[src/rtl/s2m_dma_chan.sv]
module s2m_dma_chan #(
  parameter int DATA_W = 32,
  parameter int CNT_W  = 24,
  parameter int RA_W   = 3
) (
  input  logic                  clk,
  input  logic                  rst,
  input  logic                  reg_wr,
  input  logic [RA_W-1:0]       reg_addr,
  input  logic [31:0]           reg_wdata,
  output logic [31:0]           reg_rdata,
  input  logic                  s_tvalid,
  output logic                  s_tready,
  input  logic [DATA_W-1:0]     s_tdata,
  input  logic [DATA_W/8-1:0]   s_tkeep,
  input  logic                  s_tlast,
  output logic                  mem_we,
  output logic [63:0]           mem_addr,
  output logic [DATA_W-1:0]     mem_wdata,
  output logic [DATA_W/8-1:0]   mem_be,
  output logic                  irq
);
  localparam logic [RA_W-1:0] A_CTRL = RA_W'(0);
  localparam logic [RA_W-1:0] A_STAT = RA_W'(1);
  localparam logic [RA_W-1:0] A_DLO  = RA_W'(2);
  localparam logic [RA_W-1:0] A_DHI  = RA_W'(3);
  localparam logic [RA_W-1:0] A_LEN  = RA_W'(4);

  logic             run, ie_done, ie_err;
  logic             armed, done, err, halted;
  logic [63:0]      dst;
  logic [CNT_W-1:0] cap, cnt;
  logic [CNT_W:0]   sum;
  logic             beat, ovf, arm;

  assign s_tready  = armed;
  assign beat      = s_tvalid & armed;
  assign sum       = {1'b0, cnt} + (CNT_W+1)'($countones(s_tkeep));
  assign ovf       = sum > {1'b0, cap};
  assign mem_we    = beat & ~ovf;
  assign mem_addr  = dst + 64'(cnt);
  assign mem_wdata = s_tdata;
  assign mem_be    = s_tkeep;
  assign irq       = (done & ie_done) | (err & ie_err);
  assign arm       = reg_wr && reg_addr == A_LEN && |reg_wdata[CNT_W-1:0]
                     && run && !halted && !armed;

  always_ff @(posedge clk) begin
    if (rst) begin
      run <= 1'b0; ie_done <= 1'b0; ie_err <= 1'b0;
      armed <= 1'b0; done <= 1'b0; err <= 1'b0; halted <= 1'b0;
      dst <= '0; cap <= '0; cnt <= '0;
    end else begin
      if (reg_wr) begin
        case (reg_addr)
          A_CTRL: begin
            run     <= reg_wdata[0];
            ie_done <= reg_wdata[1];
            ie_err  <= reg_wdata[2];
            if (!reg_wdata[0]) begin
              halted <= 1'b0;
              armed  <= 1'b0;
            end
          end
          A_STAT: begin
            if (reg_wdata[1]) done <= 1'b0;
            if (reg_wdata[2]) err  <= 1'b0;
          end
          A_DLO: if (!armed) dst[31:0]  <= reg_wdata;
          A_DHI: if (!armed) dst[63:32] <= reg_wdata;
          A_LEN: if (!armed) cap <= reg_wdata[CNT_W-1:0];
          default: ;
        endcase
      end
      if (arm) begin
        armed <= 1'b1;
        cnt   <= '0;
      end
      if (beat) begin
        if (ovf) begin
          err    <= 1'b1;
          halted <= 1'b1;
          armed  <= 1'b0;
          cap    <= cnt;
        end else begin
          cnt <= sum[CNT_W-1:0];
          if (s_tlast) begin
            done  <= 1'b1;
            armed <= 1'b0;
            cap   <= sum[CNT_W-1:0];
          end
        end
      end
    end
  end

  always_comb begin
    case (reg_addr)
      A_CTRL:  reg_rdata = {29'b0, ie_err, ie_done, run};
      A_STAT:  reg_rdata = {28'b0, halted, err, done, armed};
      A_DLO:   reg_rdata = dst[31:0];
      A_DHI:   reg_rdata = dst[63:32];
      A_LEN:   reg_rdata = 32'(cap);
      default: reg_rdata = '0;
    endcase
  end
endmodule

[config.mk]
export PLATFORM = sky130hd
export DESIGN_NAME = s2m_dma_chan
export DESIGN_NICKNAME = d
export VERILOG_FILES = /design/src/rtl/s2m_dma_chan.sv
export SDC_FILE = /design/constraint.sdc
export NUM_CORES = 1
export LEC_CHECK = 0
export BUFFER_PORTS_ARGS = -buffer_cell sky130_fd_sc_hd__buf_2
export CORE_ASPECT_RATIO = 0.9
export CORE_MARGIN = 4
export CORE_UTILIZATION = 60
export DETAILED_ROUTE_END_ITERATION = 8
export PLACE_DENSITY = 0.87
export SLEW_MARGIN = 0
export SYNTH_ARGS = -nofsm -noshare
export SYNTH_HDL_FRONTEND = slang
export SYNTH_SLANG_ARGS = --single-unit
[constraint.sdc]
create_clock -name clk -period 14.3 [get_ports clk]
set_clock_uncertainty 0.15 [all_clocks]
set_input_delay 1.43 -clock clk [delete_from_list [all_inputs] [get_ports clk]]
set_output_delay 1.43 -clock clk [all_outputs]
set_load 0.1 [all_outputs]
==> results of run 1 <==
-- metrics by stage --
step / setup slack (ns) / util, % / instances
after floorplan: 6.67 / - / 1266
after global placement: 6.06 / 64.0 / 1509
after detailed placement: 5.89 / 64.0 / 1509
after CTS: 5.86 / 68.1 / 1541
after global routing: 5.55 / 68.1 / 1541
final: 5.80 / 68.1 / 1541
-- Yosys cell counts, types with 12 or more instances --
cell | number | area [um2]
or3_1 | 12 | 75.1
nand3_1 | 40 | 200
mux2i_1 | 60 | 601
clkbuf_1 | 59 | 221
nor3_1 | 22 | 110
nand2_1 | 236 | 886
a21o_1 | 14 | 105
a211oi_1 | 16 | 120
buf_4 | 36 | 270
nor2_1 | 84 | 315
xor2_1 | 33 | 289
nand4_1 | 27 | 169
o21ai_1 | 18 | 90.1
and3_1 | 17 | 106
o21ai_0 | 37 | 185
a21oi_1 | 135 | 676
buf_2 | 13 | 65.1
inv_1 | 46 | 173
ha_1 | 49 | 613
dfxtp_1 | 119 | 2380
xnor2_1 | 48 | 420
nor4_1 | 16 | 100
-- registers in the layout (all words and copies together) (netlist names) --
| name | cells |
|---|---|
| ie_err | 1 |
| dst | 64 |
| s_tready | 1 |
| halted | 1 |
| run | 1 |
| done | 1 |
| err | 1 |
| ie_done | 1 |
| cnt | 24 |
| cap | 24 |
-- placed cells by master, fill, tap and decap left out, types with 12 or more instances in the layout --
| cell type | instances |
|---|---|
| buf_2 | 145 |
| ha_1 | 49 |
| nand2_1 | 236 |
| clkbuf_16 | 17 |
| inv_1 | 46 |
| mux2i_1 | 60 |
| and3_1 | 17 |
| a21o_1 | 14 |
| a211oi_1 | 16 |
| xor2_1 | 33 |
| nor3_1 | 21 |
| or3_1 | 12 |
| xnor2_1 | 48 |
| o21ai_0 | 37 |
| o21ai_1 | 18 |
| buf_4 | 14 |
| nor4_1 | 16 |
| nand4_1 | 27 |
| dfxtp_1 | 119 |
| a21oi_1 | 135 |
| nand3_1 | 40 |
| nor2_1 | 83 |
-- power groups by stage --
stage | logic (mW) | clock network, mW | registers [mW]
finish | 0.152 | 0.465 | 0.344
global route | 0.160 | 0.481 | 0.344
CTS | 0.150 | 0.464 | 0.344
detailed placement | 0.148 | 0 | 0.351
global placement | 0.147 | 0 | 0.350
floorplan | 0.161 | 0 | 0.349
-- metal layers --
| metal | wire length, um | GRT usage, % | up-vias |
|---|---|---|---|
| met1 | 12000 | 43.3 | 4523 |
| met5 | 0 | 0 | - |
| met2 | 13800 | 53.2 | 685 |
| met4 | 1310 | 16.9 | 0 |
| met3 | 3670 | 7.88 | 113 |
| li1 | - | - | 4533 |
-- area by class of cell --
class                   count  area, um2  share of cell area [%]
multi-input cells         983       6170                    59.1
flip-flops and latches    119       2380                    22.8
repair buffers            159        831                    7.95
clock buffers              18        439                    4.20
well taps                 202        253                    2.42
clock inverters            14        199                    1.90
inverters                  46        173                    1.65
-- worst max path at each step --
stage / end / slack (ns) / cells past startpoint
after global routing: mem_we / 5.55 / 20
after global placement: mem_we / 6.06 / 20
after detailed placement: mem_we / 5.89 / 20
final: mem_we / 5.80 / 20
after CTS: mem_we / 5.86 / 20
after floorplan: mem_we / 6.67 / 19
-- tightest hold or removal path, delay by kind of cell, from the launching register on --
family / cells / cell delay [ns]
AOI/OAI and AO/OA: 1 / 0.05
DFF: 1 / 0.32
and+or+nand+nor: 1 / 0.06
-- cells by family (layout without fill, tap and decap cells) --
| kind of cell | after synthesis | count (layout) |
|---|---|---|
| xor gates and xnor gates | 81 | 81 |
| AOI/OAI and AO/OA | 277 | 277 |
| muxes | 62 | 62 |
| DFF | 119 | 119 |
| adders and majority gates | 53 | 53 |
| buffers and inverters | 164 | 237 |
| and+or+nand+nor | 510 | 510 |
==> results.txt, run 1 <==
Status = finished clean
Mapped cell area = 9350 um2
Critical path peak fanout = 13
Rel. slew slack = 18.3%
Clock transition at the registers of the reported paths = 0.05 ns
Post-Synth Adder-Cell Area = 7.41%
WP buf/inv = 5
Mux contribution to synthesized area = 6.66%
Ant. Diodes = 0
Vias in the first global route = 9,112
Final wirelength = 30.8 mm
Fin crit share = 59.4%
Post-synthesis compound-gate area fraction = 18.3%
P_int = 0.673 mW
Hpwl dp = 21.9 mm
Placer Congestion = 0.986
RR Endpoint = cap[6]
Seq pwr share = 35.8%
Hold Path Origin = dst[23]
Flop2flop setup slack = 8.53 ns
Die X = 140 um
Initial DRT Pass Iterations = 5
CTS resizes = 0
Cell area after layout = 10,400 um2
Initial antenna violation count = 0
RSZ-0062 raised after global routing = false
Worst Hold Class = reg2reg
Fin crit period = 8.50 ns
Clock Power Share = 48.4%
Post-Syn Nets = 1,395
Crit. End Element = output pin
Min Hold Slack = 0.325 ns
Simple-gate portion of the synthesized area = 25.9%
WS Path Type = in2out
WP data required = 12.72 ns
Worst Setup Start Kind = input pin
Drt drc = 0
Ys flop type = dfxtp_1
Num ports = 211
Switching share of power = 30.0%
Worst EP arrival = 6.92 ns
Total core area = 15,300 um2
Worst R2R Path Depth = 19
Worst-Margin Slew = 1.23 ns
Largest family of logic cells by synthesized area = simple AND/OR/NAND/NOR gates
Final hold vios = 0
Via-to-Cell Ratio = 6.39
Max clock buf depth = 2
TritonCTS clock tree = built
Die area = 17,700 um2
Hold endpoint = dst[23]
Largest net degree at the start of global routing = 105
Total power = 0.962 mW
Max Clk Rate = 118 MHz
Critical path cell sequence = buf_2 > fa_1 > inv_1 > fa_1 > inv_1 > fa_1 > nand3_2 > or4_4 > nor2b_1 > nand3_1 > xnor2_1 > ha_1 > nand4_1 > nor4_1 > or3b_2 > a31oi_2 > nor3_4 > nand2_1 > inv_1 > buf_2
Starting density of the core = 61.0%
Drt wl/cell = 20.0 um
Sequential area share after synthesis = 25.5%
Delay-heaviest family, CP = simple AND/OR/NAND/NOR gates
Port Buffer Count = 146
Reg2reg start = cnt[0]
CTS H-tree depth = 4
Fillers = 1,253
Area Growth Syn to Fin = 11.7%
Comb power frac = 15.9%
Max-slew violation count = 0
Pwr dens = 92.1 nW/um2
Layout cell share with drive strength beyond 1 = 16.5%
Post-CTS Setup Inserts = 0
Synth cell types = 77
EDFF count, synth = 0
Antenna-violating nets left = 0
Num CTS Buffers = 17
Mapped Cells = 1,266
Global-route wire length before repair = 48.2 mm
Net Switching = 0.289 mW
XOR/XNOR Fraction of Synth Area = 7.59%
Syn. warnings = 0
Overall Global Routing Usage = 33.6%
Row count = 43
CTS Root Cell = clkbuf_16
Clock sink count = 119
Post-CTS Hold Fix Bufs = 0
Fraction of registers with async set/reset = 0%
Slowest-stage cell, CP = or4_4
Total congestion overflow = 0
Setup violators final = 0
Worst Hold Depth = 2
Vias = 9,854
Synth Area per Inst = 7.39 um2
DRT iter0 DRCs = 1,207
NumNets Final = 1,455
Chip height = 126 um
Post-route setup TNS = 0 ns
Max IR drop VDD = 0.000106 V
Slowest stage delay, CP = 0.61 ns
#FFs+latches synth = 119
Leak Pwr = 4.61 nW
Max cap viols = 0
Cell Area, Placed = 9810 um2
Worst setup path startpoint = s_tkeep[0]
Clock latency on the worst-skew pair = 0.42 ns
No activity file was read; power rests on OpenSTA's default activity.
==> run 2, diff against run 1 <==
CORE_UTILIZATION = 56   (was 60)
PLACE_DENSITY = 0.82   (was 0.87)
clock period = 8.4 ns   (was 14.3 ns; I/O delays follow)
==> run 2 against run 1 <==
Net effect:
- clock power increased by 48%
- register-to-register slack got worse by 6.1 ns
- sequential cell count unchanged
- critical path depth unchanged
- non-clock buffer count decreased by 1
- sequential share of layout area increased by 0.18 points
- critical endpoint unchanged
==> results.txt, run 2 (same netlist as run 1, synthesis figures left out) <==
Reg area = 2380 um2 (unchanged)
CTS resizes = 0 (unchanged)
Status = finished clean
M1 GR Usage = 44.2% (+0.91 points)
Chip height = 131 um (+3.3%)
Die X = 144 um (+3.3%)
Clock latency on the worst-skew pair = 0.43 ns (about the same)
Post-CTS Setup Inserts = 0 (unchanged)
Via-to-Cell Ratio = 6.25 (-2.3%)
Fillers = 1,430 (+14%)
Max clock buf depth = 2 (unchanged)
CTS Root Cell = clkbuf_16
Antenna-violating nets left = 0 (unchanged)
RSZ-0062 raised after global routing = false
Grt met2 use = 49.0% (-4.1 points)
Crit. End Element = output pin
Max IR drop VDD = 0.000154 V (+45%)
Layer with the highest usage = met2
Max Clk Rate = 136 MHz
WP data required = 7.41 ns (-5.31 ns)
Met3 Use GR = 8.26% (+0.38 points)
Final hold vios = 0 (unchanged)
Clock transition at the registers of the reported paths = 0.06 ns (about the same)
Initial antenna violation count = 0 (unchanged)
Max reg flops = 64 (unchanged)
Final cell count without fillers = 1,545 (+0.26%)
Num CTS Buffers = 17 (unchanged)
Min Hold Slack = 0.328 ns (+0.00322 ns)
Largest regs = dst: 64 flops, cap: 24 flops, cnt: 24 flops
Final wirelength = 30.4 mm (-1.3%)
TritonCTS clock tree = built
Final Core Density = 63.8% (-4.3 points)
Row count = 44 (+2.3%)
Worst-Margin Slew = 1.19 ns (-0.0394 ns)
Layout cell share with drive strength beyond 1 = 16.4% (-0.062 points)
Ant. Diodes = 0 (unchanged)
Worst R2R Path Depth = 19 (unchanged)
Largest Register = dst
Drt wl/cell = 19.7 um (-1.6%)
Initial DRT Pass Iterations = 6 (+1)
Post-CTS Hold Fix Bufs = 0 (unchanged)
Worst Setup Start Kind = input pin
Clock sink count = 119 (unchanged)
Overall Global Routing Usage = 32.1% (-1.6 points)
NumNets Final = 1,454 (-0.069%)
Dpl cells = 1,513 (+0.27%)
Leak Pwr = 4.56 nW (-0.95%)
Num ports = 211 (unchanged)
Worst Hold Depth = 2 (unchanged)
Drt drc = 0 (unchanged)
Fin crit share = 87.6%
Vias = 9,654 (-2.0%)
Largest net degree at the start of global routing = 93 (-11%)
Max-slew violation count = 0 (unchanged)
CTS H-tree depth = 4 (unchanged)
Rel. slew slack = 20.9% (+2.6 points)
Global-route wire length before repair = 47.7 mm (-1.0%)
DRT iter0 DRCs = 1,107 (-8.3%)
Worst Hold Class = reg2reg
Fin crit period = 7.36 ns
Starting density of the core = 57.6% (-3.4 points)
Hpwl dp = 22.6 mm (+3.0%)
Area Growth Syn to Fin = 10.8%
Total congestion overflow = 0 (unchanged)
Pwr dens = 148 nW/um2 (+61%)
Placer Congestion = 1.01 (+2.2%)
Total core area = 16,200 um2 (+5.9%)
Commonest cells after routing, fill and taps aside = 236 x nand2_1, 145 x buf_2, 135 x a21oi_1
Post-route setup TNS = 0 ns (unchanged)
Most common cell after layout, fill and taps aside = nand2_1
Port Buffer Count = 146 (unchanged)
Vias in the first global route = 8,702 (-4.5%)
Worst EP arrival = 6.37 ns (-0.55 ns)
Die area = 18,800 um2 (+6.7%)
Multi-input combinational cell area = 6170 um2 (unchanged)
Critical path peak fanout = 13 (unchanged)
Total power = 1.53 mW (+59%)
WS Path Type = in2out
Max cap viols = 0 (unchanged)
Setup violators final = 0 (unchanged)
run 2: cell count changes in the layout (fill, tap and decap cells not counted):
cell,before,now
inv_6,2,6
buf_4,14,13
bufinv_16,4,0
clkinv_4,3,4
clkinv_2,1,0
run 2: layout make-up:
cell class              instances  area share (%)
clock buffers                  18            4.24
clock inverters                14            1.13
inverters                      46            1.67
multi-input cells             983            59.5
flip-flops and latches        119            23.0
well taps                     207            2.50
repair buffers                158            7.94
run 2: where the power goes:
group	internal, mW	total (mW)	switching (mW)
sequential	0.574	0.586	0.0119
combinational	0.0651	0.257	0.192
clock	0.391	0.690	0.299
total	1.03	1.53	0.503
run 2: worst max-delay path, cell delays in order:
cell and delay (ns):
buf_2 0.11, fa_1 0.53, inv_1 0.05, fa_1 0.37, inv_1 0.08, fa_1 0.31
nand3_2 0.15, or4_4 0.60, nor2b_1 0.30, nand3_1 0.14, xnor2_1 0.19, ha_1 0.32
nand4_1 0.17, nor4_1 0.42, or3b_2 0.49, a31oi_2 0.24, nor3_4 0.05, nand2_1 0.37
inv_1 0.25, buf_2 0.35
run 2: metrics by stage:
stage / worst slack (ns) / instance area (um2)
6_report: 1.04 / 10400
5_1_grt: 0.726 / 10400
4_1_cts: 1.08 / 10400
3_5_place_dp: 1.11 / 9810
3_3_place_gp: 1.28 / 9810
2_1_floorplan: 1.95 / 9350
run 2: path summary, 6_finish.rpt:
| check | end | slack, ns | start |
|---|---|---|---|
| worst max-delay path | mem_we | 1.04 | s_tkeep[0] |
| worst min-delay path | dst[14] | 0.33 | dst[14] |
| worst max register to register | cnt[13] | 2.45 | cnt[0] |
| worst min register to register | dst[14] | 0.33 | dst[14] |
run 2: routing by layer:
layer  part of all wire [%]  vias up
met5                      0        -
li1                       -     4521
met1                     42     4444
met3                     12       86
met2                     44      603
met4                    2.8        0
==> run 3, diff against run 2 <==
RECOVER_POWER = 100   (was unset)
==> run 3 against run 2 <==
Net effect:
- the run now ends with max-capacitance violations, max-slew violations left
- critical endpoint is now cap[22]
- non-clock buffer count did not move
- worst hold slack got worse by 0.0032 ns
- final area fell by 2.2%
==> results.txt, run 3 (same netlist as run 1, synthesis figures left out) <==
Status = finished, violations left
Failing checks = max-capacitance violations, max-slew violations
Max Clk Rate = 131 MHz (-3.7%)
Max reg flops = 64 (unchanged)
Total core area = 16,200 um2 (unchanged)
CTS Root Cell = clkbuf_16
Reg area = 2380 um2 (unchanged)
Num CTS Buffers = 17 (unchanged)
Via-to-Cell Ratio = 6.25 (unchanged)
Max clock buf depth = 2 (unchanged)
Critical path peak fanout = 30 (+17)
Max-slew violation count = 104 (+104)
Initial DRT Pass Iterations = 8 (+2)
Most common cell after layout, fill and taps aside = nand2_1
Layout cell share with drive strength beyond 1 = 7.40% (-9.0 points)
Worst EP arrival = 7.82 ns (+1.45 ns)
Fin crit period = 7.64 ns (+0.281 ns)
Layer with the highest usage = met2
Worst-Margin Slew = 2.70 ns (+1.51 ns)
Total congestion overflow = 0 (unchanged)
Post-CTS Setup Inserts = 0 (unchanged)
Die X = 144 um (unchanged)
Placer Congestion = 1.01 (unchanged)
Clock sink count = 119 (unchanged)
WS Path Type = in2reg
M1 GR Usage = 44.2% (unchanged)
Max IR drop VDD = 0.000155 V (+0.56%)
RSZ-0062 raised after global routing = false
Clock latency on the worst-skew pair = 0.44 ns (about the same)
Dpl cells = 1,513 (unchanged)
DRT iter0 DRCs = 1,100 (-0.63%)
Total power = 1.53 mW (-0.50%)
Pwr dens = 151 nW/um2 (+1.8%)
Final cell count without fillers = 1,545 (unchanged)
Largest Register = dst
Vias in the first global route = 8,702 (unchanged)
Port Buffer Count = 146 (unchanged)
Worst Hold Class = reg2reg
Multi-input combinational cell area = 6080 um2 (-1.4%)
WP data required = 8.58 ns (+1.17 ns)
Met3 Use GR = 8.26% (unchanged)
Vias = 9,654 (unchanged)
Largest net degree at the start of global routing = 93 (unchanged)
Setup violators final = 0 (unchanged)
Post-CTS Hold Fix Bufs = 0 (unchanged)
Grt met2 use = 49.0% (unchanged)
Row count = 44 (unchanged)
Max cap viols = 3 (+3)
Die area = 18,800 um2 (unchanged)
Fillers = 1,501 (+5.0%)
Clock transition at the registers of the reported paths = 0.06 ns (about the same)
Largest regs = dst: 64 flops, cap: 24 flops, cnt: 24 flops
Antenna-violating nets left = 0 (unchanged)
Post-route setup TNS = 0 ns (unchanged)
Commonest cells after routing, fill and taps aside = 236 x nand2_1, 135 x a21oi_1, 119 x dfxtp_1
Final wirelength = 30.6 mm (+0.68%)
Area Growth Syn to Fin = 8.32%
CTS resizes = 0 (unchanged)
Num ports = 211 (unchanged)
Global-route wire length before repair = 47.7 mm (unchanged)
Chip height = 131 um (unchanged)
Drt drc = 0 (unchanged)
Min Hold Slack = 0.325 ns (-0.00321 ns)
Leak Pwr = 4.11 nW (-10%)
Hpwl dp = 22.6 mm (unchanged)
NumNets Final = 1,454 (unchanged)
TritonCTS clock tree = built
Starting density of the core = 57.6% (unchanged)
Drt wl/cell = 19.8 um (+0.68%)
Worst Setup Start Kind = input pin
Rel. slew slack = -79.9% (-100 points)
Initial antenna violation count = 0 (unchanged)
Crit. End Element = register
Fin crit share = 91.0% (+3.3 points)
Ant. Diodes = 0 (unchanged)
Overall Global Routing Usage = 32.1% (unchanged)
Final hold vios = 0 (unchanged)
CTS H-tree depth = 4 (unchanged)
run 3: changes by cell type in the layout (fill, tap and decap cells not counted), moves of 2 or more:
cell,before,now
a2111oi_2,3,0
buf_4,13,7
clkbuf_1,0,105
nor3_2,3,0
a221oi_1,9,11
buf_2,145,45
a221oi_2,2,0
a2111oi_0,1,4
nor3_1,21,24
run 3: through the flow:
step	setup WS (ns)	instance area, um2	utilization (%)
final	0.757	10100	62.4
after CTS	1.08	10400	63.8
after floorplan	1.95	9350	-
after detailed placement	1.11	9810	60.4
after global placement	1.28	9810	60.4
after global routing	0.414	10100	62.4
run 3: worst max-delay path, cell delays in order:
cell	delay, ns
clkbuf_1	0.10
fa_1	0.54
inv_1	0.05
fa_1	0.37
inv_1	0.08
fa_1	0.30
nand3_1	0.19
or4_1	0.70
nor2b_1	0.33
nand3_1	0.14
xnor2_1	0.19
ha_1	0.32
nand4_1	0.17
nor4_1	0.42
or3b_2	0.48
a31oi_1	0.30
nor3_4	0.05
clkbuf_1	0.62
nor2_1	0.91
nor2_2	0.31
a221oi_1	0.38
run 3: worst paths after layout:
path	startpoint	end	slack (ns)	depth (start not counted)
worst max-delay path	s_tkeep[0]	cap[22]	0.76	21
worst min-delay path	dst[4]	dst[4]	0.32	2
worst max register to register	cnt[0]	cap[22]	1.31	19
worst min register to register	dst[4]	dst[4]	0.32	2
run 3: metal layers:
layer	share of wire, %	vias up	wire (um)
met2	44	596	13300
met5	0	-	0
met3	12	80	3540
met1	42	4447	12900
met4	2.8	0	858
li1	-	4531	-
run 3: area by class of cell:
type                       count  area share, %
multi-input combinational    983           60.0
sequential                   119           23.5
tap                          207           2.56
timing repair buffer         158           6.68
clock buffer                  18           4.33
clock inverter                14           1.16
inverter                      46           1.70
run 3: power by group:
part	internal, mW	switching (mW)
registers	0.574	0.0118
logic	0.0602	0.189
clock network	0.391	0.299
total	1.02	0.500
